## src/rtl/spi_fe_pkg.sv

```systemverilog
package spi_fe_pkg;

    // bit positions inside the synchroniser vector
    localparam int SYN_CS   = 0;
    localparam int SYN_SCK  = 1;
    localparam int SYN_SI   = 2;
    localparam int SYN_HOLD = 3;
    localparam int SYN_W    = 4;

    typedef struct packed {
        logic sel;        // session accepted after a select edge
        logic paused;     // pause in force
        logic oe;         // registered part of the SO enable
        logic cs_prev;
        logic sck_prev;
        logic hold_prev;
    } ctrl_state_t;

    localparam ctrl_state_t CTRL_RESET = '{
        sel: 1'b0, paused: 1'b0, oe: 1'b0,
        cs_prev: 1'b0, sck_prev: 1'b0, hold_prev: 1'b0
    };

endpackage

```

## src/rtl/spi_fe_sync.sv

```systemverilog
module spi_fe_sync #(
    parameter int W      = 4,
    parameter int STAGES = 2
) (
    input  logic         clk,
    input  logic         rst_n,
    input  logic [W-1:0] async_i,
    output logic [W-1:0] sync_o
);
    logic [STAGES-1:0][W-1:0] chain_d, chain_q;

    generate
        for (genvar g = 0; g < STAGES; g++) begin : g_stage
            if (g == 0) begin : g_first
                assign chain_d[g] = async_i;
            end else begin : g_next
                assign chain_d[g] = chain_q[g-1];
            end
        end
    endgenerate

    always_ff @(posedge clk or negedge rst_n) begin
        if (!rst_n) chain_q <= '0;
        else        chain_q <= chain_d;
    end

    assign sync_o = chain_q[STAGES-1];
endmodule

```

## src/rtl/spi_fe_ctrl.sv

```systemverilog
module spi_fe_ctrl
    import spi_fe_pkg::*;
(
    input  logic clk,
    input  logic rst_n,
    input  logic s_cs_n,
    input  logic s_sck,
    input  logic s_hold_n,
    output logic sel_o,
    output logic paused_o,
    output logic oe_o,
    output logic start_o,
    output logic rise_en_o,
    output logic fall_en_o
);
    ctrl_state_t st_d, st_q;
    logic cs_fall, sck_rise, sck_fall, hold_rise, live;

    always_comb begin
        st_d      = st_q;
        cs_fall   = st_q.cs_prev && !s_cs_n;
        sck_rise  = !st_q.sck_prev && s_sck;
        sck_fall  = st_q.sck_prev && !s_sck;
        hold_rise = !st_q.hold_prev && s_hold_n;

        st_d.cs_prev   = s_cs_n;
        st_d.sck_prev  = s_sck;
        st_d.hold_prev = s_hold_n;

        // selection needs a fresh falling edge of chip-select
        if (s_cs_n)       st_d.sel = 1'b0;
        else if (cs_fall) st_d.sel = 1'b1;

        // pause: enter on HOLD low with SCK low, leave on HOLD rise with SCK low
        if (!st_d.sel) begin
            st_d.paused = 1'b0;
        end else if (!st_q.paused) begin
            if (!s_hold_n && !s_sck) st_d.paused = 1'b1;
        end else if (hold_rise && !s_sck) begin
            st_d.paused = 1'b0;
        end

        st_d.oe = st_d.sel && !st_d.paused;

        live      = st_q.sel && !s_cs_n && !st_q.paused;
        start_o   = cs_fall;
        rise_en_o = live && s_hold_n && sck_rise;
        fall_en_o = live && sck_fall;
    end

    always_ff @(posedge clk or negedge rst_n) begin
        if (!rst_n) st_q <= CTRL_RESET;
        else        st_q <= st_d;
    end

    assign sel_o    = st_q.sel;
    assign paused_o = st_q.paused;
    assign oe_o     = st_q.oe;
endmodule

```

## src/rtl/spi_fe_shift.sv

```systemverilog
module spi_fe_shift #(
    parameter int W = 8
) (
    input  logic                 clk,
    input  logic                 rst_n,
    input  logic                 sel_i,
    input  logic                 start_i,
    input  logic                 rise_en_i,
    input  logic                 fall_en_i,
    input  logic                 si_i,
    input  logic [W-1:0]         tx_byte_i,
    output logic [W-1:0]         rx_byte_o,
    output logic                 rx_valid_o,
    output logic                 so_o,
    output logic                 tx_load_o,
    output logic [$clog2(W)-1:0] cnt_o
);
    localparam int CW = $clog2(W);
    localparam logic [CW-1:0] LAST = CW'(W - 1);

    typedef struct packed {
        logic [W-1:0]  rx_sr;
        logic [W-1:0]  tx_sr;
        logic [W-1:0]  rx_byte;
        logic [CW-1:0] cnt;
        logic          rx_valid;
        logic          tx_load;
    } shift_state_t;

    shift_state_t st_d, st_q;
    logic [W-1:0] rx_next;

    always_comb begin
        st_d          = st_q;
        st_d.rx_valid = 1'b0;
        st_d.tx_load  = 1'b0;
        rx_next       = {st_q.rx_sr[W-2:0], si_i};

        if (!sel_i) begin
            st_d.cnt   = '0;
            st_d.rx_sr = '0;
        end

        if (start_i) begin
            st_d.tx_sr   = tx_byte_i;
            st_d.tx_load = 1'b1;
            st_d.cnt     = '0;
        end else if (rise_en_i) begin
            st_d.rx_sr = rx_next;
            if (st_q.cnt == LAST) begin
                st_d.cnt      = '0;
                st_d.rx_byte  = rx_next;
                st_d.rx_valid = 1'b1;
            end else begin
                st_d.cnt = st_q.cnt + 1'b1;
            end
        end else if (fall_en_i) begin
            if (st_q.cnt == '0) begin
                st_d.tx_sr   = tx_byte_i;
                st_d.tx_load = 1'b1;
            end else begin
                st_d.tx_sr = {st_q.tx_sr[W-2:0], 1'b0};
            end
        end
    end

    always_ff @(posedge clk or negedge rst_n) begin
        if (!rst_n) st_q <= '0;
        else        st_q <= st_d;
    end

    assign rx_byte_o  = st_q.rx_byte;
    assign rx_valid_o = st_q.rx_valid;
    assign so_o       = st_q.tx_sr[W-1];
    assign tx_load_o  = st_q.tx_load;
    assign cnt_o      = st_q.cnt;
endmodule

```

## src/rtl/spi_mem_frontend.sv

```systemverilog
module spi_mem_frontend
    import spi_fe_pkg::*;
#(
    parameter int DATA_W      = 8,
    parameter int SYNC_STAGES = 2
) (
    input  logic              clk,
    input  logic              rst_n,
    input  logic              cs_n_i,
    input  logic              sck_i,
    input  logic              si_i,
    input  logic              hold_n_i,
    output logic              so_o,
    output logic              so_oe_o,
    output logic [DATA_W-1:0] rx_byte_o,
    output logic              rx_valid_o,
    input  logic [DATA_W-1:0] tx_byte_i,
    output logic              tx_load_o
);
    localparam int CW = $clog2(DATA_W);

    logic [SYN_W-1:0] raw_w, syn_w;
    logic sel_w, paused_w, oe_w, start_w, rise_en_w, fall_en_w;
    logic [CW-1:0] cnt_w;

    always_comb begin
        raw_w           = '0;
        raw_w[SYN_CS]   = cs_n_i;
        raw_w[SYN_SCK]  = sck_i;
        raw_w[SYN_SI]   = si_i;
        raw_w[SYN_HOLD] = hold_n_i;
    end

    spi_fe_sync #(.W(SYN_W), .STAGES(SYNC_STAGES)) i_sync (
        .clk     (clk),
        .rst_n   (rst_n),
        .async_i (raw_w),
        .sync_o  (syn_w)
    );

    spi_fe_ctrl i_ctrl (
        .clk       (clk),
        .rst_n     (rst_n),
        .s_cs_n    (syn_w[SYN_CS]),
        .s_sck     (syn_w[SYN_SCK]),
        .s_hold_n  (syn_w[SYN_HOLD]),
        .sel_o     (sel_w),
        .paused_o  (paused_w),
        .oe_o      (oe_w),
        .start_o   (start_w),
        .rise_en_o (rise_en_w),
        .fall_en_o (fall_en_w)
    );

    spi_fe_shift #(.W(DATA_W)) i_shift (
        .clk        (clk),
        .rst_n      (rst_n),
        .sel_i      (sel_w),
        .start_i    (start_w),
        .rise_en_i  (rise_en_w),
        .fall_en_i  (fall_en_w),
        .si_i       (syn_w[SYN_SI]),
        .tx_byte_i  (tx_byte_i),
        .rx_byte_o  (rx_byte_o),
        .rx_valid_o (rx_valid_o),
        .so_o       (so_o),
        .tx_load_o  (tx_load_o),
        .cnt_o      (cnt_w)
    );

    // raw HOLD and chip-select cut the driver at once, without waiting for sync
    assign so_oe_o = oe_w & hold_n_i & ~cs_n_i;
endmodule

```

## config.mk

```make
export PLATFORM = sky130hd
export DESIGN_NAME = spi_mem_frontend
export DESIGN_NICKNAME = d
export VERILOG_FILES = /design/src/rtl/spi_fe_pkg.sv /design/src/rtl/spi_fe_sync.sv /design/src/rtl/spi_fe_ctrl.sv /design/src/rtl/spi_fe_shift.sv /design/src/rtl/spi_mem_frontend.sv
export SDC_FILE = /design/constraint.sdc
export NUM_CORES = 1
export LEC_CHECK = 0
export CAP_MARGIN = 20
export CORE_MARGIN = 8
export CORE_UTILIZATION = 55
export DETAILED_ROUTE_END_ITERATION = 16
export GPL_ROUTABILITY_DRIVEN = 1
export GPL_TIMING_DRIVEN = 0
export PLACE_DENSITY = 0.81
export SLEW_MARGIN = 20
export SYNTH_ARGS = -nofsm -noshare
export SYNTH_HDL_FRONTEND = slang
export SYNTH_SLANG_ARGS = --single-unit
```

## constraint.sdc

```tcl
create_clock -name clk -period 2.45 [get_ports clk]
set_input_delay 0.245 -clock clk [delete_from_list [all_inputs] [get_ports clk]]
set_output_delay 0.245 -clock clk [all_outputs]
set_load 0.005 [all_outputs]
```

==> results.toml <==
[timing]
drv_slew = 0
rsz0062_at_grt = "false"
setup_ws_ns = 0.8327
setup_tns_ns = 0
fin_skew_ns = 0.006023
min_period_ns = 1.617
finalHoldViolCount = 0
max_freq_mhz = 618.3
fin_crit_sh = 0.6601
relSlewSlack = 0.6320
setup_violations = 0
worst_slew_pin_slew_ns = 0.5520

[place]
hpwl_um = 2152
gp_congestion = 0.7483
pre_cts_ws_ns = 0.8428
portBuffers = 25
place_area_um2 = 2014
dp.cells = 201

[critical_path]
crit_type = "reg -> reg"
path_cells = "inv_1 -> ha_1 -> inv_1 -> o21ai_2 -> mux2i_1 -> o21ai_0"
worstPathRequired_ns = 2.66
cpMostUsedCell = "inv_1"
start_kind = "flip-flop"
crit_path_max_incr_delay_ns = 0.46
cp.arrival_ns = 1.83
critPathMaxFanout = 9
cp-end-kind = "flip-flop"
slowest_stage = "o21ai_2"

[global_route]
grt_usage = 0.1187
grt_pass1_vias = 1153
overflow = 0
grt_max_degree = 24
antenna_found_initial = 0
grt_pass1_wl_um = 4781

[min_path]
min_path_type = "in -> reg"

[drt]
drt-vias-per-instance = 5.314
ant_nets = 0
drt-total-wl_um = 2841
wl_per_cell_um = 13.53
drtIter0Drc = 42
dr_total_vias = 1116
drc = 0
drt_first_pass_iters = 4

[floorplanning]
start_util = 0.5663
coreArea_um2 = 3003
die_h_um = 71.60
rows = 20
die_area_um2 = 5127
die_x_um = 71.60
ios = 26

[power_and_ir_drop]
p_per_area_nw_per_um2 = 653.5
peakVddDrop_mv = 0.4216
power.leakage_nw = 1.040

[synth]
syn_area_per_cell_um2 = 11.97
synth_top_area_share = 0.6181
postSynthCellCount = 142
synth.cell_area_um2 = 1700
synth.area.top_cells = "dfrtp_1 62%, mux2_2 5.3%, nand2_1 5.3%"
syn-num-nets = 159
ys_ff_latch = 42
synthDominantAreaCellType = "dfrtp_1"
synth.distinct_cells = 29
synth_warnings = 0
ys_seq_area_frac = 0.6181

[cts]
clkTransAtPathRegs_ns = 0.11
clock_sinks = 42
cts_made_buffers = 5
ctsResizeCount = 0
root_buffer = "clkbuf_4"
clock_latency_ns = 0.35
clockBufferDepth = 2
cts_setup_buffers = 0
cts_tree = "built"
h-tree-depth = 2

[final_layout]
n_antenna_cell = 0
nets = 193
area_growth_pct = 25.61
stdcell_count = 210
layout_common_cells = "42 x dfrtp_1, 24 x nand2_1, 24 x clkdlybuf4s50_1"
final_common_cell = "dfrtp_1"
finalInstanceArea_um2 = 2136
drive_above_1_share = 0.1751

[job]
maxCapViolCount = 0

[run_status]
status = "finished, final reports clean"
## layout make-up
cell class | instances | area (um2)
Sequential cell | 42 | 1051
Fill cell | 238 | 867.1
Multi-Input combinational cell | 84 | 558.0
Timing Repair Buffer | 27 | 282.8
Buffer | 11 | 72.57
Clock inverter | 2 | 60.06
Clock buffer | 6 | 51.30
Tap cell | 33 | 41.29
Inverter | 5 | 18.77
## final timing paths
check                                  startpoint                 to  slack (ns)  depth (start not counted)
worst max-delay path             i_shift.cnt_o[0]   i_shift.st_q[17]        0.83                          6
worst min-delay path                         si_i  i_sync.chain_d[6]        0.33                          1
worst max register to register   i_shift.cnt_o[0]   i_shift.st_q[17]        0.83                          6
worst min register to register  i_sync.chain_d[7]   i_sync.sync_o[3]        0.36                          0
max in group asynchronous                   rst_n  i_sync.chain_d[6]        1.60                          3
min in group asynchronous                   rst_n     i_ctrl.st_q[1]        0.38                          2
## where the power goes
part           internal, mW  switching, mW
registers             0.725         0.0190
clock network         0.346          0.212
logic                0.0492         0.0448
## layer usage
metal  wire length [um]  part of all wire  vias to the layer above  track usage
met2               1393              0.49                       26       0.1974
li1                   -                 -                      534            -
met4                 65             0.023                        0      0.07256
met5                  0                 0                        -            0
met1               1258              0.44                      549       0.1260
met3                123             0.043                        7      0.04184
## stage by stage
step / utilization / total power [mW] / hold slack (ns)
4_1_cts: 0.7113 / 1.412 / 0.3200
3_5_place_dp: 0.6708 / 0.8525 / 0.2363
3_3_place_gp: 0.6633 / 0.8428 / 0.3321
5_1_grt: 0.7113 / 1.453 / 0.3010
6_report: 0.7113 / 1.396 / 0.3342
2_1_floorplan: - / 0.7917 / -0.05059
## cells in the mapped netlist
master / count
dfrtp_1: 42
nand2_1: 24
o21ai_0: 16
buf_4: 8
mux2_2: 8
mux2i_1: 7
inv_1: 5
nor2_1: 4
ha_1: 3
clkbuf_1: 2
nand2b_1: 2
nor2b_1: 2
nor3_1: 2
o21a_1: 2
a21oi_1: 1
a31oi_1: 1
and2_1: 1
and3_1: 1
buf_2: 1
nand2_2: 1
nand3_1: 1
nand4bb_4: 1
nor3_4: 1
nor3b_1: 1
nor4bb_1: 1
o21ai_2: 1
o21bai_1: 1
or2_1: 1
or3_1: 1
## cell families (layout without fill, tap and decap cells)
logic type | count (synthesis) | count (layout) | synth area share
buffers and inverters | 16 | 51 | 0.05372
adder cells (fa/ha/maj) | 3 | 3 | 0.02208
AND/OR/NAND/NOR | 44 | 44 | 0.1398
flip-flops | 42 | 42 | 0.6181
multiplexers | 15 | 15 | 0.09419
AO/OA/AOI/OAI | 22 | 22 | 0.07211
## sequential cells by signal, summed over array words and instances, names as in the netlist
signal	cells
i_ctrl.oe_o	1
i_ctrl.paused_o	1
i_ctrl.sel_o	1
i_ctrl.st_q	3
i_shift.cnt_o	3
i_shift.rx_byte_o	8
i_shift.rx_next	7
i_shift.rx_valid_o	1
i_shift.so_o	1
i_shift.st_q	7
i_shift.tx_load_o	1
i_sync.chain_d	4
i_sync.sync_o	4
## timing repair
item                                    4_1_cts  5_1_grt
hold endpoints to repair                     19        0
endpoints found under the setup margin        0        0
hold buffers                                  1        0
## critical path, delay by kind of cell, from the launching register on
kind,cells,cell delay [ns]
compound gates,2,0.55
flops,1,0.43
mux,1,0.24
fa+ha+maj,1,0.15
buf+inv,2,0.13
Power figures use the tool's default switching activity.
